**config.mk**
```make
export PLATFORM = sky130hd
export DESIGN_NAME = csw_gen
export DESIGN_NICKNAME = d
export VERILOG_FILES = /design/src/rtl/csw_pkg.sv /design/src/rtl/csw_decode.sv /design/src/rtl/csw_seq.sv /design/src/rtl/csw_gen.sv
export SDC_FILE = /design/constraint.sdc
export NUM_CORES = 1
export LEC_CHECK = 0
export BUFFER_PORTS_ARGS = -buffer_cell sky130_fd_sc_hd__buf_2
export CORE_UTILIZATION = 30
export CTS_BUF_LIST = sky130_fd_sc_hd__clkbuf_4 sky130_fd_sc_hd__clkbuf_8 sky130_fd_sc_hd__clkbuf_16
export DETAILED_ROUTE_END_ITERATION = 12
export PLACE_DENSITY = 0.69
export SYNTH_ARGS = -nofsm -noshare
export SYNTH_HDL_FRONTEND = slang
export SYNTH_SLANG_ARGS = --single-unit
```
**constraint.sdc**
```tcl
create_clock -name clk -period 2.2 [get_ports clk]
set_clock_uncertainty 0.05 [all_clocks]
set_input_delay 0.11 -clock clk [delete_from_list [all_inputs] [get_ports clk]]
set_output_delay 0.11 -clock clk [all_outputs]
set_load 0.02 [all_outputs]
```
**src/rtl/csw_pkg.sv**
```systemverilog
`timescale 1ns/1ps
package csw_pkg;

   typedef enum logic [2:0] {
      ST_IDLE  = 3'd0,
      ST_FIRST = 3'd1,
      ST_WAIT  = 3'd2,
      ST_LAST  = 3'd3,
      ST_GAP   = 3'd4
   } csw_state_e;

endpackage

```
**src/rtl/csw_decode.sv**
```systemverilog
`timescale 1ns/1ps
module csw_decode #(
   parameter int NUM_SPACES = 4,
   parameter int MASK_W     = 16,
   parameter int BASE_W     = 8,
   parameter int SEL_W      = 3
) (
   input  logic [MASK_W-1:0]            addr_hi,
   input  logic [NUM_SPACES-1:0]        enable,
   input  logic [NUM_SPACES*BASE_W-1:0] base,
   input  logic [NUM_SPACES*MASK_W-1:0] mask,
   output logic [SEL_W-1:0]             sel
);

   localparam int PAD_W = MASK_W - BASE_W;

   logic [NUM_SPACES-1:0] hit;

   for (genvar k = 0; k < NUM_SPACES; k++) begin : g_win
      logic [MASK_W-1:0] ref_hi;
      logic [MASK_W-1:0] diff;
      if (PAD_W > 0) begin : g_pad
         assign ref_hi = {base[k*BASE_W +: BASE_W], {PAD_W{1'b0}}};
      end else begin : g_nopad
         assign ref_hi = base[k*BASE_W +: BASE_W];
      end
      assign diff   = (addr_hi ^ ref_hi) & ~mask[k*MASK_W +: MASK_W];
      assign hit[k] = enable[k] && (diff == '0);
   end

   // lowest index wins; no hit leaves the default line
   always_comb begin
      sel = SEL_W'(NUM_SPACES);
      for (int k = NUM_SPACES - 1; k >= 0; k--) begin
         if (hit[k]) sel = SEL_W'(k);
      end
   end

endmodule

```
**src/rtl/csw_seq.sv**
```systemverilog
`timescale 1ns/1ps
module csw_seq
   import csw_pkg::*;
#(
   parameter int NUM_LINES = 5,
   parameter int WAIT_W    = 4,
   parameter int SEL_W     = 3
) (
   input  logic                 clk,
   input  logic                 rst_n,
   input  logic                 start,
   input  logic [SEL_W-1:0]     sel_in,
   input  logic                 is_write,
   input  logic [WAIT_W-1:0]    waits,
   input  logic                 recover,
   input  logic                 xwait_en,
   input  logic                 wait_hold,
   output logic [NUM_LINES-1:0] cs,
   output logic                 rd_stb,
   output logic                 wr_stb,
   output logic                 done,
   output logic                 busy
);

   csw_state_e        state;
   logic [WAIT_W-1:0] cnt;
   logic [SEL_W-1:0]  sel_q;
   logic              wr_q;
   logic              rec_q;
   logic              xw_q;
   logic              stall;
   logic              active;

   assign stall  = xw_q && wait_hold;
   assign active = (state == ST_FIRST) || (state == ST_WAIT) || (state == ST_LAST);
   assign done   = (state == ST_LAST) && !stall;
   assign busy   = (state != ST_IDLE);
   assign rd_stb = active && !wr_q;
   assign wr_stb = active && wr_q;

   for (genvar k = 0; k < NUM_LINES; k++) begin : g_cs
      assign cs[k] = active && (sel_q == SEL_W'(k));
   end

   always_ff @(posedge clk or negedge rst_n) begin
      if (!rst_n) begin
         state <= ST_IDLE;
         cnt   <= '0;
         sel_q <= '0;
         wr_q  <= 1'b0;
         rec_q <= 1'b0;
         xw_q  <= 1'b0;
      end else begin
         unique case (state)
            ST_IDLE: begin
               if (start) begin
                  sel_q <= sel_in;
                  wr_q  <= is_write;
                  cnt   <= waits;
                  rec_q <= recover && !is_write;
                  xw_q  <= xwait_en;
                  state <= ST_FIRST;
               end
            end
            ST_FIRST: state <= (cnt == '0) ? ST_LAST : ST_WAIT;
            ST_WAIT: begin
               cnt <= cnt - 1'b1;
               if (cnt == WAIT_W'(1)) state <= ST_LAST;
            end
            ST_LAST: begin
               if (!stall) state <= rec_q ? ST_GAP : ST_IDLE;
            end
            ST_GAP:  state <= ST_IDLE;
            default: state <= ST_IDLE;
         endcase
      end
   end

   assert_cs_onehot_R10: assert property (@(posedge clk) disable iff (!rst_n)
      $onehot0(cs));

   assert_strobe_excl_R5: assert property (@(posedge clk) disable iff (!rst_n)
      !(rd_stb && wr_stb));

   assert_min_two_R4: assert property (@(posedge clk) disable iff (!rst_n)
      $rose(|cs) |=> (|cs));

   assert_sel_stable_R4: assert property (@(posedge clk) disable iff (!rst_n)
      ((|cs) && !done) |=> $stable(cs));

   assert_done_single_R8: assert property (@(posedge clk) disable iff (!rst_n)
      done |=> !done);

   assert_hold_stretch_R6: assert property (@(posedge clk) disable iff (!rst_n)
      ((|cs) && xw_q && wait_hold && (state == ST_LAST)) |=> ((|cs) && $stable(cs)));

   assert_gap_after_read_R7: assert property (@(posedge clk) disable iff (!rst_n)
      (done && rd_stb && rec_q) |=> (busy && (cs == '0)));

endmodule

```
**src/rtl/csw_gen.sv**
```systemverilog
`timescale 1ns/1ps
module csw_gen #(
   parameter int NUM_SPACES = 4,
   parameter int ADDR_W     = 24,
   parameter int BASE_W     = 8,
   parameter int BLK_BITS   = 8,
   parameter int WAIT_W     = 4
) (
   input  logic                                      clk,
   input  logic                                      rst_n,
   input  logic                                      req_valid,
   input  logic                                      req_write,
   input  logic [ADDR_W-1:0]                         req_addr,
   input  logic                                      wait_hold,
   input  logic [NUM_SPACES-1:0]                     cfg_enable,
   input  logic [NUM_SPACES*BASE_W-1:0]              cfg_base,
   input  logic [NUM_SPACES*(ADDR_W-BLK_BITS)-1:0]   cfg_mask,
   input  logic [(NUM_SPACES+1)*WAIT_W-1:0]          cfg_rd_wait,
   input  logic [(NUM_SPACES+1)*WAIT_W-1:0]          cfg_wr_wait,
   input  logic [NUM_SPACES:0]                       cfg_recover,
   input  logic [NUM_SPACES:0]                       cfg_xwait_en,
   output logic [NUM_SPACES:0]                       cs,
   output logic                                      rd_stb,
   output logic                                      wr_stb,
   output logic                                      done,
   output logic                                      busy
);

   localparam int MASK_W    = ADDR_W - BLK_BITS;
   localparam int NUM_LINES = NUM_SPACES + 1;
   localparam int SEL_W     = $clog2(NUM_LINES);

   if (NUM_SPACES < 1) begin : g_bad_count
      $error("csw_gen: NUM_SPACES must be at least 1");
   end
   if (ADDR_W < BASE_W + BLK_BITS) begin : g_bad_addr
      $error("csw_gen: ADDR_W too small for BASE_W + BLK_BITS");
   end
   if (WAIT_W < 1) begin : g_bad_wait
      $error("csw_gen: WAIT_W must be at least 1");
   end

   logic [SEL_W-1:0]  sel;
   logic [WAIT_W-1:0] rd_w;
   logic [WAIT_W-1:0] wr_w;
   logic              unused_addr_lo;

   assign unused_addr_lo = ^req_addr[BLK_BITS-1:0];

   csw_decode #(
      .NUM_SPACES (NUM_SPACES),
      .MASK_W     (MASK_W),
      .BASE_W     (BASE_W),
      .SEL_W      (SEL_W)
   ) u_decode (
      .addr_hi (req_addr[ADDR_W-1:BLK_BITS]),
      .enable  (cfg_enable),
      .base    (cfg_base),
      .mask    (cfg_mask),
      .sel     (sel)
   );

   assign rd_w = cfg_rd_wait[sel*WAIT_W +: WAIT_W];
   assign wr_w = cfg_wr_wait[sel*WAIT_W +: WAIT_W];

   csw_seq #(
      .NUM_LINES (NUM_LINES),
      .WAIT_W    (WAIT_W),
      .SEL_W     (SEL_W)
   ) u_seq (
      .clk       (clk),
      .rst_n     (rst_n),
      .start     (req_valid),
      .sel_in    (sel),
      .is_write  (req_write),
      .waits     (req_write ? wr_w : rd_w),
      .recover   (cfg_recover[sel]),
      .xwait_en  (cfg_xwait_en[sel]),
      .wait_hold (wait_hold),
      .cs        (cs),
      .rd_stb    (rd_stb),
      .wr_stb    (wr_stb),
      .done      (done),
      .busy      (busy)
   );

endmodule

```
==> flow_metrics.py, run 1 <==
metrics = {
    "outcome": {
        "outcome": "completed",
    },
    "layout": {
        "area.sequential_um2": 325,
        "drive_gt1_share_pct": 52.9,
        "n_fill_cell": 574,
        "nNetsFinal": 599,
        "antenna_cells": 0,
        "area_growth_syn_to_layout_pct": 60.5,
        "multi_input_area_um2": 1480,
        "fin_util_pct": 50.7,
        "finalNonFillerCells": 491,
    },
    "setup_path": {
        "cp_slowest_cell": "mux4_2",
        "worstPathArrival_ns": 2.16,
        "max_stage_delay_ns": 0.31,
        "critical_path_required_ns": 2.27,
        "crit_fanout": 9,
        "cp-end-kind": "flip-flop",
        "r2r_end": "u_seq.cnt[0]$_DFFE_PN0P_",
        "rrSetupSlack_ns": 0.46,
        "reg2reg_from": "u_seq.state[1]$_DFFE_PN0P_",
        "crit_type": "input pin to flip-flop",
        "rr_worst_depth": 6,
        "crit_path_cell_trace": "buf_2 -> xnor2_2 -> o2111ai_1 -> nor4_2 -> nand3_2 -> a211oi_4 -> buf_4 -> mux4_2 -> nor4_1 -> nor3_1",
        "cp-start-kind": "input pin",
    },
    "clocking": {
        "post_cts_buffers": 0,
        "h-tree-depth": 1,
        "root_buffer": "clkbuf_8",
        "tritoncts": "done",
        "cts_made_buffers": 3,
        "cts.clk_slew.worst_paths_ns": 0.05,
        "clk_latency_ns": 0.24,
        "cts_sinks": 13,
        "clock_path_buffers": 2,
    },
    "synth": {
        "yosys_warnings": 0,
        "syn-num-nets": 412,
        "synth_edf_count": 0,
        "synthTopCellsByArea": "dfrtp_1, xnor2_1, o22ai_1, nand2b_1, mux2i_1",
        "ys_seq_elements": 13,
        "ys_seq_area_share_pct": 17.2,
        "syn_area_per_cell_um2": 8.23,
        "synth_ff_type": "dfrtp_1",
        "netlist_top_cells_count": "xnor2_1, nor2_1, o22ai_1",
        "async_flop_share_pct": 100,
        "synth_most_common_cell": "xnor2_1",
        "netlist_instances": 230,
        "synth.distinct_cells": 46,
        "synth_top_area_share_pct": 17.2,
        "syn_area_um2": 1890,
        "synth_area_leader_cell": "dfrtp_1",
    },
    "sta": {
        "worstMarginPinSlew_ns": 0.553,
        "hold_viol_final": 0,
        "slew_violations": 0,
        "finalCritPeriodShare_pct": 95.0,
        "setup_viol": 0,
        "finalCriticalPeriod_ns": 2.09,
        "rsz0062_at_grt": "yes",
        "slew_headroom_pct": 62.6,
        "fmax_ghz": 0.479,
    },
    "worst_hold_path": {
        "hp-class": "input pin to flip-flop",
        "hold_depth": 3,
        "min_to": "u_seq.state[1]$_DFFE_PN0P_",
        "min_from": "wait_hold",
    },
    "routing": {
        "remaining_drc_errors": 0,
        "num_vias": 2410,
        "vias_per_cell": 4.91,
        "drtAntennaViolNets": 0,
        "routed_wl_mm": 6.65,
        "firstDrtPassIters": 5,
        "initialDrtViolationCount": 44,
        "detail_route.wl_per_cell_um": 13.5,
    },
    "floorplanning": {
        "die_x_um": 81.4,
        "num_rows": 28,
        "dieArea_um2": 6630,
        "initial_core_util_pct": 31.6,
        "core_area_um2": 5990,
        "die_h_um": 81.4,
        "pin_count": 188,
    },
    "placement": {
        "dp_hpwl_mm": 6.05,
        "dp.cells": 486,
        "io_buffer_count": 179,
        "place.gp.congestion": 0.831,
    },
    "global_routing": {
        "grt_pass1_vias": 2216,
        "antenna_found_initial": 0,
        "grt_pass1_wl_mm": 9.66,
        "grt_overflow": 0,
        "grt_max_degree": 19,
        "grtUsageTotal_pct": 19.0,
    },
    "power": {
        "p_leak_nw": 1.50,
        "ir_drop_mv": 0.721,
        "power-per-cell-area_nw_per_um2": 546,
    },
    "job": {
        "max_cap_viol_count": 0,
    },
}
[state kept, by name (all words and copies together) (netlist names)]
name,flops
u_seq.wr_q,1
u_seq.sel_q,3
u_seq.rec_q,1
u_seq.xw_q,1
u_seq.cnt,4
u_seq.state,3
[layer usage]
layer	wire [µm]	track usage [%]
met1	2310	19.7
met2	3870	39.1
met3	399	2.89
met4	65	4.29
met5	0	0
[where the power goes]
group / internal, mW / leakage [nW] / total [mW] / switching (mW)
Combinational: 0.491 / 1.32 / 0.987 / 0.496
Clock: 0.140 / 0.0262 / 0.226 / 0.0859
Sequential: 0.338 / 0.159 / 0.445 / 0.106
Total: 0.970 / 1.50 / 1.66 / 0.689
[cell usage in the layout, fill, tap and decap left out, types with 2 or more instances in the layout]
master / Yosys / layout
nor3_1: 3 / 3
xnor2_2: 2 / 2
clkbuf_8: 0 / 3
nor2b_1: 3 / 3
o211ai_1: 3 / 3
o2111ai_1: 4 / 4
or3_1: 2 / 2
ha_1: 3 / 3
and2_1: 5 / 5
nor2_1: 21 / 21
nand2b_1: 14 / 14
nor4b_1: 2 / 2
nor4_2: 1 / 5
o21ai_0: 6 / 6
inv_1: 11 / 11
buf_2: 8 / 179
a311oi_1: 2 / 2
a221o_1: 2 / 2
mux2_2: 6 / 6
mux4_2: 3 / 3
dfrtp_1: 13 / 13
o22ai_1: 20 / 20
o21bai_1: 2 / 2
nand3_1: 3 / 3
nand2_1: 14 / 14
nor4_1: 10 / 6
mux4_1: 3 / 3
xnor2_1: 31 / 31
buf_4: 0 / 16
a21oi_1: 4 / 4
mux2i_1: 8 / 8
[critical path: cells and delay by family]
family	cells	cell delay, ns
AO/OA/AOI/OAI	2	0.42
XOR/XNOR	1	0.19
buffers and inverters	2	0.35
multiplexers	1	0.31
AND/OR/NAND/NOR	4	0.77
[through the flow]
stage                     setup slack (ns)  area (µm²)  setup TNS (ns)  hold WS [ns]  power (mW)
after global placement              -0.292        2950           -1.37       -0.0398        1.41
after global routing              -0.00255        3040        -0.00255         0.153        1.79
after CTS                           0.0574        3010               0         0.134        1.66
after detailed placement            -0.271        2950           -1.38       -0.0411        1.43
final                                0.111        3040               0         0.134        1.66
after floorplan                     0.0543        1890               0        -0.236        1.07
[kinds of logic (layout without fill, tap and decap cells)]
family / Yosys count / count (layout) / share of synthesized area (%)
AO/OA/AOI/OAI: 52 / 52 / 19.4
XOR/XNOR: 33 / 33 / 16.1
adder cells (fa/ha/maj): 3 / 3 / 1.98
buffers and inverters: 26 / 212 / 6.15
flip-flops: 13 / 13 / 17.2
multiplexers: 20 / 20 / 15.5
AND/OR/NAND/NOR: 83 / 83 / 23.7
[repair_timing]
item / 4_1_cts / 5_1_grt
hold buffers: 1 / 0
setup endpoints to repair: 2 / 3
gates resized for setup: 0 / 5
pin swaps: 1 / 0
endpoints found under the hold margin: 13 / 0
[worst max-delay path by stage]
stage / depth (start not counted) / end / from
floorplan: 9 / u_seq.cnt[1]$_DFFE_PN0P_ / req_addr[17]
global placement: 10 / u_seq.cnt[1]$_DFFE_PN0P_ / req_addr[17]
detailed placement: 10 / u_seq.cnt[0]$_DFFE_PN0P_ / req_addr[17]
CTS: 10 / u_seq.rec_q$_DFFE_PN0P_ / req_addr[17]
global route: 10 / u_seq.cnt[1]$_DFFE_PN0P_ / req_addr[17]
finish: 10 / u_seq.cnt[1]$_DFFE_PN0P_ / req_addr[17]
[cell type report]
type,instances,share of cell area (%)
clock buffer,4,1.61
timing repair buffer,197,34.4
sequential,13,10.7
tap,75,3.09
inverter,11,1.36
multi-input combinational,191,48.8
(Power assumes the default switching activity.)
==> run 2: changes to the inputs <==
--- a/config.mk
+++ b/config.mk
@@ -6,10 +6,10 @@
 export NUM_CORES = 1
 export LEC_CHECK = 0
 export BUFFER_PORTS_ARGS = -buffer_cell sky130_fd_sc_hd__buf_2
-export CORE_UTILIZATION = 30
+export CORE_UTILIZATION = 37
 export CTS_BUF_LIST = sky130_fd_sc_hd__clkbuf_4 sky130_fd_sc_hd__clkbuf_8 sky130_fd_sc_hd__clkbuf_16
 export DETAILED_ROUTE_END_ITERATION = 12
-export PLACE_DENSITY = 0.69
+export PLACE_DENSITY = 0.83
 export SYNTH_ARGS = -nofsm -noshare
 export SYNTH_HDL_FRONTEND = slang
 export SYNTH_SLANG_ARGS = --single-unit
==> constraint.sdc (replaced) <==
create_clock -name clk -period 1.95 [get_ports clk]
set_clock_uncertainty 0.05 [all_clocks]
set_input_delay 0.0975 -clock clk [delete_from_list [all_inputs] [get_ports clk]]
set_output_delay 0.0975 -clock clk [all_outputs]
set_load 0.02 [all_outputs]
==> run 2 against run 1 <==
First-iteration DRC count grew 150%. Sequential share of layout area shrank 0.72 points. Via count grew 5.2%. Register-to-register slack lost 0.19 ns. Clock power grew 8%. Sequential power grew 9.9%. Die area shrank 18%.
==> flow_metrics.py, run 2 (synthesis gave the netlist of run 1 again) <==
metrics = {
    "outcome": {
        "outcome": "completed",
    },
    "sta": {
        "setup_ws_ns": 0.0273,
        "finalCritPeriodShare_pct": 98.6,
        "finalSetupTns_ns": 0,
        "finalCriticalPeriod_ns": 1.92,
        "worstMarginPinSlew_ns": 0.494,
        "slew_headroom_pct": 67.1,
        "fmax_ghz": 0.520,
        "setup_viol": 0,
        "worst_hold_slack_ns": 0.129,
        "rsz0062_at_grt": "yes",
        "slew_violations": 0,
        "hold_viol_final": 0,
    },
    "layout": {
        "regMostFlops": "u_seq.cnt",
        "largest_reg_flops": 4,
        "layout_commonest_cell": "buf_2",
        "drive_gt1_share_pct": 59.1,
        "top_regs": "u_seq.cnt: 4 flops, u_seq.sel_q: 3 flops, u_seq.state: 3 flops",
        "nNetsFinal": 611,
        "final_cell_area_um2": 3260,
        "layout_common_cells": "buf_2, buf_4, xnor2_1",
        "area_growth_syn_to_layout_pct": 72.1,
        "n_fill_cell": 434,
        "antenna_cells": 0,
    },
    "setup_path": {
        "cp.buffers_inverters": 3,
        "crit_type": "input pin to flip-flop",
        "cp-start-kind": "input pin",
        "critical_path_required_ns": 2.03,
        "max_stage_delay_ns": 0.33,
        "cp_top_family": "simple AND/OR/NAND/NOR gates",
        "crit_path_cell_trace": "buf_2 -> xnor2_1 -> nor2_1 -> nor4_2 -> buf_4 -> and2_4 -> a211oi_4 -> buf_6 -> mux4_2 -> nor4_4 -> nor3_1",
        "cp_slowest_cell": "nor4_2",
        "rrSetupSlack_ns": 0.27,
        "crit_fanout": 6,
        "worstPathArrival_ns": 2.00,
        "cp-end-kind": "flip-flop",
    },
    "floorplanning": {
        "num_rows": 25,
        "die_x_um": 73.5,
        "pin_count": 188,
        "core_area_um2": 4820,
        "die_h_um": 73.5,
        "dieArea_um2": 5410,
        "initial_core_util_pct": 39.3,
    },
    "placement": {
        "io_buffer_count": 179,
        "dpl_worst_slack_ns": -0.415,
        "place.gp.congestion": 0.930,
        "post_dp_cell_area_um2": 2980,
        "dp_hpwl_mm": 6.56,
    },
    "clocking": {
        "h-tree-depth": 1,
        "root_buffer": "clkbuf_8",
        "clk_latency_ns": 0.24,
        "cts_made_buffers": 3,
        "cts_sinks": 13,
        "clock_path_buffers": 2,
        "cts.clk_slew.worst_paths_ns": 0.06,
        "tritoncts": "done",
    },
    "routing": {
        "detail_route.wl_per_cell_um": 16.0,
        "routed_wl_mm": 7.92,
        "remaining_drc_errors": 0,
        "initialDrtViolationCount": 109,
        "firstDrtPassIters": 4,
        "drtAntennaViolNets": 0,
        "num_vias": 2536,
        "vias_per_cell": 5.12,
    },
    "global_routing": {
        "grt_overflow": 0,
        "antenna_found_initial": 0,
        "grt_pass1_vias": 2539,
        "grt_pass1_wl_mm": 10.8,
        "grt_max_degree": 19,
        "grtUsageTotal_pct": 26.5,
    },
    "power": {
        "power-per-cell-area_nw_per_um2": 608,
        "ir_drop_mv": 0.442,
        "p_leak_nw": 1.64,
    },
    "worst_hold_path": {
        "hp-class": "input pin to flip-flop",
    },
    "job": {
        "max_cap_viol_count": 0,
    },
}
==> run 2: worst paths after layout <==
| path | start | endpoint | cells after the start |
|---|---|---|---|
| max | req_addr[18] | u_seq.cnt[0]$_DFFE_PN0P_ | 11 |
| min | wait_hold | u_seq.state[1]$_DFFE_PN0P_ | 3 |
| max reg2reg | u_seq.state[0]$_DFFE_PN0P_ | u_seq.cnt[3]$_DFFE_PN0P_ | 6 |
| min reg2reg | u_seq.rec_q$_DFFE_PN0P_ | u_seq.state[2]$_DFFE_PN0P_ | 1 |
| max in group asynchronous | rst_n | u_seq.sel_q[1]$_DFFE_PN0P_ | 2 |
| min in group asynchronous | rst_n | u_seq.cnt[2]$_DFFE_PN0P_ | 2 |
==> run 2: layout make-up <==
type,count,area (µm²),share of cell area [%]
clock buffer,3,41.3,1.27
multi-input combinational,191,1610,49.5
tap,67,83.8,2.57
sequential,13,325,9.98
timing repair buffer,209,1150,35.2
inverter,11,41.3,1.27
clock inverter,1,5.00,0.154
==> run 2: timing repair <==
| action | CTS | global route |
|---|---|---|
| gates resized for setup | 11 | 26 |
| endpoints found under the setup margin | 5 | 7 |
| hold buffers | 1 | 0 |
| endpoints found under the hold margin | 13 | 0 |
| pin swaps | 9 | 15 |
| setup buffers | 2 | 4 |
==> run 2: power by group <==
| group | internal [mW] | switching [mW] | leakage [nW] |
|---|---|---|---|
| logic | 0.619 | 0.628 | 1.46 |
| clock network | 0.141 | 0.104 | 0.0255 |
| registers | 0.382 | 0.107 | 0.159 |
| total | 1.14 | 0.839 | 1.64 |
==> run 2: tightest hold or removal path, cell delays in order <==
cell and delay (ns):
buf_2 0.10, nand2_1 0.09, a31oi_1 0.09
==> run 2: per-stage QoR <==
step | instances | utilization [%] | total power [mW]
after global routing | 495 | 67.6 | 2.13
after floorplan | 230 | - | 1.21
after CTS | 491 | 64.1 | 1.93
after detailed placement | 485 | 61.8 | 1.67
after global placement | 485 | 61.8 | 1.63
final | 495 | 67.6 | 1.98
==> run 2: metal layers <==
metal / vias up / routed length, µm / GRT usage (%)
li1: 1237 / - / -
met5: - / 0 / 0
met2: 116 / 4590 / 55.6
met1: 1163 / 2700 / 26.8
met3: 20 / 417 / 2.74
met4: 0 / 210 / 7.69
==> run 3: changes to the inputs <==
--- a/config.mk
+++ b/config.mk
@@ -5,11 +5,13 @@
 export SDC_FILE = /design/constraint.sdc
 export NUM_CORES = 1
 export LEC_CHECK = 0
-export BUFFER_PORTS_ARGS = -buffer_cell sky130_fd_sc_hd__buf_2
-export CORE_UTILIZATION = 37
+export BUFFER_PORTS_ARGS = -buffer_cell sky130_fd_sc_hd__clkbuf_2
+export CELL_PAD_IN_SITES_DETAIL_PLACEMENT = 1
+export CELL_PAD_IN_SITES_GLOBAL_PLACEMENT = 1
+export CORE_UTILIZATION = 24
 export CTS_BUF_LIST = sky130_fd_sc_hd__clkbuf_4 sky130_fd_sc_hd__clkbuf_8 sky130_fd_sc_hd__clkbuf_16
 export DETAILED_ROUTE_END_ITERATION = 12
-export PLACE_DENSITY = 0.83
+export PLACE_DENSITY_LB_ADDON = 0.1
 export SYNTH_ARGS = -nofsm -noshare
 export SYNTH_HDL_FRONTEND = slang
 export SYNTH_SLANG_ARGS = --single-unit
==> run 3 against run 2 <==
Sequential power decreased by 2%. Non-clock buffer count increased by 6. Clock-buffer cell count increased by 1. Highest routed layer unchanged. Critical endpoint is now u_seq.cnt[3]$_DFFE_PN0P_. Critical path type unchanged. Setup slack got worse by 0.086 ns. First-iteration DRC count decreased by 46%. The flow now finishes with violations (negative setup slack). Largest power group unchanged.
==> flow_metrics.py, run 3 (synthesis gave the netlist of run 1 again) <==
metrics = {
    "outcome": {
        "outcome": "complete, but fails checks",
        "failed_checks": "negative setup slack",
    },
    "worst_hold_path": {
        "hold_depth": 3,
        "hp-class": "input pin to flip-flop",
    },
    "layout": {
        "top_regs": "u_seq.cnt: 4 flops, u_seq.sel_q: 3 flops, u_seq.state: 3 flops",
        "area_growth_syn_to_layout_pct": 77.0,
        "antenna_cells": 0,
        "nNetsFinal": 617,
        "largest_reg_flops": 4,
        "layout_common_cells": "clkbuf_2, buf_4, xnor2_1",
        "final_cell_area_um2": 3350,
        "layout_commonest_cell": "clkbuf_2",
        "regMostFlops": "u_seq.cnt",
        "drive_gt1_share_pct": 59.2,
    },
    "routing": {
        "drtAntennaViolNets": 0,
        "detail_route.wl_per_cell_um": 14.8,
        "initialDrtViolationCount": 59,
        "num_vias": 2508,
        "firstDrtPassIters": 4,
        "remaining_drc_errors": 0,
        "vias_per_cell": 4.68,
        "routed_wl_mm": 7.92,
    },
    "setup_path": {
        "max_stage_delay_ns": 0.29,
        "crit_fanout": 4,
        "worstPathArrival_ns": 2.10,
        "cp_slowest_cell": "nor4_4",
        "crit_type": "input pin to flip-flop",
        "cp-end-kind": "flip-flop",
        "cp-start-kind": "input pin",
        "critical_path_required_ns": 2.04,
        "cp_common_cell": "buf_6",
        "rr_worst_depth": 5,
        "crit_path_cell_trace": "buf_8 -> buf_6 -> xnor2_2 -> o2111ai_2 -> nor4_4 -> nand3_2 -> buf_6 -> and2b_2 -> o21ba_4 -> mux4_2 -> a22o_1",
    },
    "power": {
        "p_int_mw": 1.17,
        "ir_drop_mv": 0.282,
        "p_leak_nw": 1.67,
        "power-per-cell-area_nw_per_um2": 603,
        "p_sw_share_pct": 41.9,
        "seqPwrFrac_pct": 23.7,
        "combinationalPowerShare_pct": 63.5,
        "switchingPower_mw": 0.846,
        "p_clk_share_pct": 12.9,
    },
    "global_routing": {
        "grt_overflow": 0,
        "grt_pass1_wl_mm": 13.0,
        "grtUsageTotal_pct": 19.4,
        "grt_pass1_vias": 2726,
        "grt_max_degree": 14,
        "antenna_found_initial": 0,
    },
    "sta": {
        "worstMarginPinSlew_ns": 0.407,
        "slew_violations": 0,
        "rsz0062_at_grt": "yes",
        "setup_ws_ns": -0.0591,
        "fmax_ghz": 0.498,
        "finalCritPeriodShare_pct": 103,
        "setup_viol": 6,
        "finalSetupTns_ns": -0.198,
        "hold_viol_final": 0,
        "finalCriticalPeriod_ns": 2.01,
        "slew_headroom_pct": 72.6,
    },
    "floorplanning": {
        "pin_count": 188,
        "die_h_um": 90.8,
        "initial_core_util_pct": 24.6,
        "num_rows": 32,
        "die_x_um": 90.8,
        "dieArea_um2": 8250,
        "core_area_um2": 7690,
    },
    "clocking": {
        "cts.clk_slew.worst_paths_ns": 0.06,
        "cts_made_buffers": 3,
        "tritoncts": "done",
        "root_buffer": "clkbuf_8",
        "h-tree-depth": 1,
        "cts_sinks": 13,
        "clk_latency_ns": 0.25,
        "clock_path_buffers": 2,
    },
    "placement": {
        "place.gp.congestion": 0.809,
        "io_buffer_count": 179,
        "post_dp_cell_area_um2": 3080,
        "dp_hpwl_mm": 7.10,
    },
    "job": {
        "max_cap_viol_count": 0,
    },
}
-- run 3: cell types whose count changed in the layout (fill, tap and decap cells not counted), sizes merged --
cell    previous run  this run
buf              208        36
clkbuf             3       182
clkinv             1         0
-- run 3: per-layer routing --
metal / part of all wire [%] / up-vias / track usage, %
met1: 43 / 1155 / 24.7
li1: - / 1250 / -
met3: 6.5 / 4 / 4.29
met5: 0 / - / 0
met2: 51 / 99 / 34.5
met4: 0.37 / 0 / 2.25
-- run 3: power groups by stage --
stage / Combinational, mW / Clock, mW / Sequential, mW
after floorplan: 0.754 / 0 / 0.457
after global placement: 1.21 / 0 / 0.480
after detailed placement: 1.23 / 0 / 0.482
after CTS: 1.27 / 0.264 / 0.478
after global routing: 1.42 / 0.278 / 0.500
final: 1.28 / 0.260 / 0.478
-- run 3: stage by stage --
stage	util (%)	setup WS, ns	cells	power [mW]	hold WS [ns]
5_1_grt	43.6	-0.145	536	2.19	0.131
3_5_place_dp	40.1	-0.414	528	1.71	-0.0275
3_3_place_gp	40.1	-0.338	528	1.69	-0.0226
6_report	43.6	-0.0591	536	2.02	0.105
4_1_cts	42.6	-0.0925	536	2.02	0.0974
2_1_floorplan	-	-0.0916	230	1.21	-0.248
-- run 3: path summary, 6_finish.rpt --
kind / startpoint / endpoint / slack (ns)
min in group asynchronous: rst_n / u_seq.cnt[3]$_DFFE_PN0P_ / 0.24
hold reg to reg: u_seq.state[2]$_DFFE_PN0P_ / u_seq.state[0]$_DFFE_PN0P_ / 0.46
hold / removal: wait_hold / u_seq.state[1]$_DFFE_PN0P_ / 0.10
setup / recovery: req_addr[17] / u_seq.cnt[3]$_DFFE_PN0P_ / -0.06
max in group asynchronous: rst_n / u_seq.sel_q[2]$_DFFE_PN0P_ / 1.35
setup reg to reg: u_seq.state[2]$_DFFE_PN0P_ / u_seq.rec_q$_DFFE_PN0P_ / 0.22
-- run 3: repair_timing --
item | CTS | global route
hold buffers | 1 | 0
resized for setup | 22 | 17
pin swaps | 5 | 12
hold endpoints to repair | 13 | 0
setup buffers | 3 | 1
gates cloned | 0 | 0
endpoints found under the setup margin | 6 | 7
-- run 3: final cells by class --
type | count | area [µm²]
Multi-Input combinational cell | 191 | 1610
Timing Repair Buffer | 215 | 1200
Fill cell | 983 | 4340
Inverter | 11 | 41.3
Sequential cell | 13 | 325
Tap cell | 102 | 128
Clock buffer | 4 | 48.8
-- run 3: worst max-delay path, delay by kind of cell --
| kind | cells | cell delay (ns) |
|---|---|---|
| buffers and inverters | 3 | 0.38 |
| xor gates and xnor gates | 1 | 0.13 |
| AOI/OAI and AO/OA | 3 | 0.53 |
| muxes | 1 | 0.29 |
| and+or+nand+nor | 3 | 0.68 |
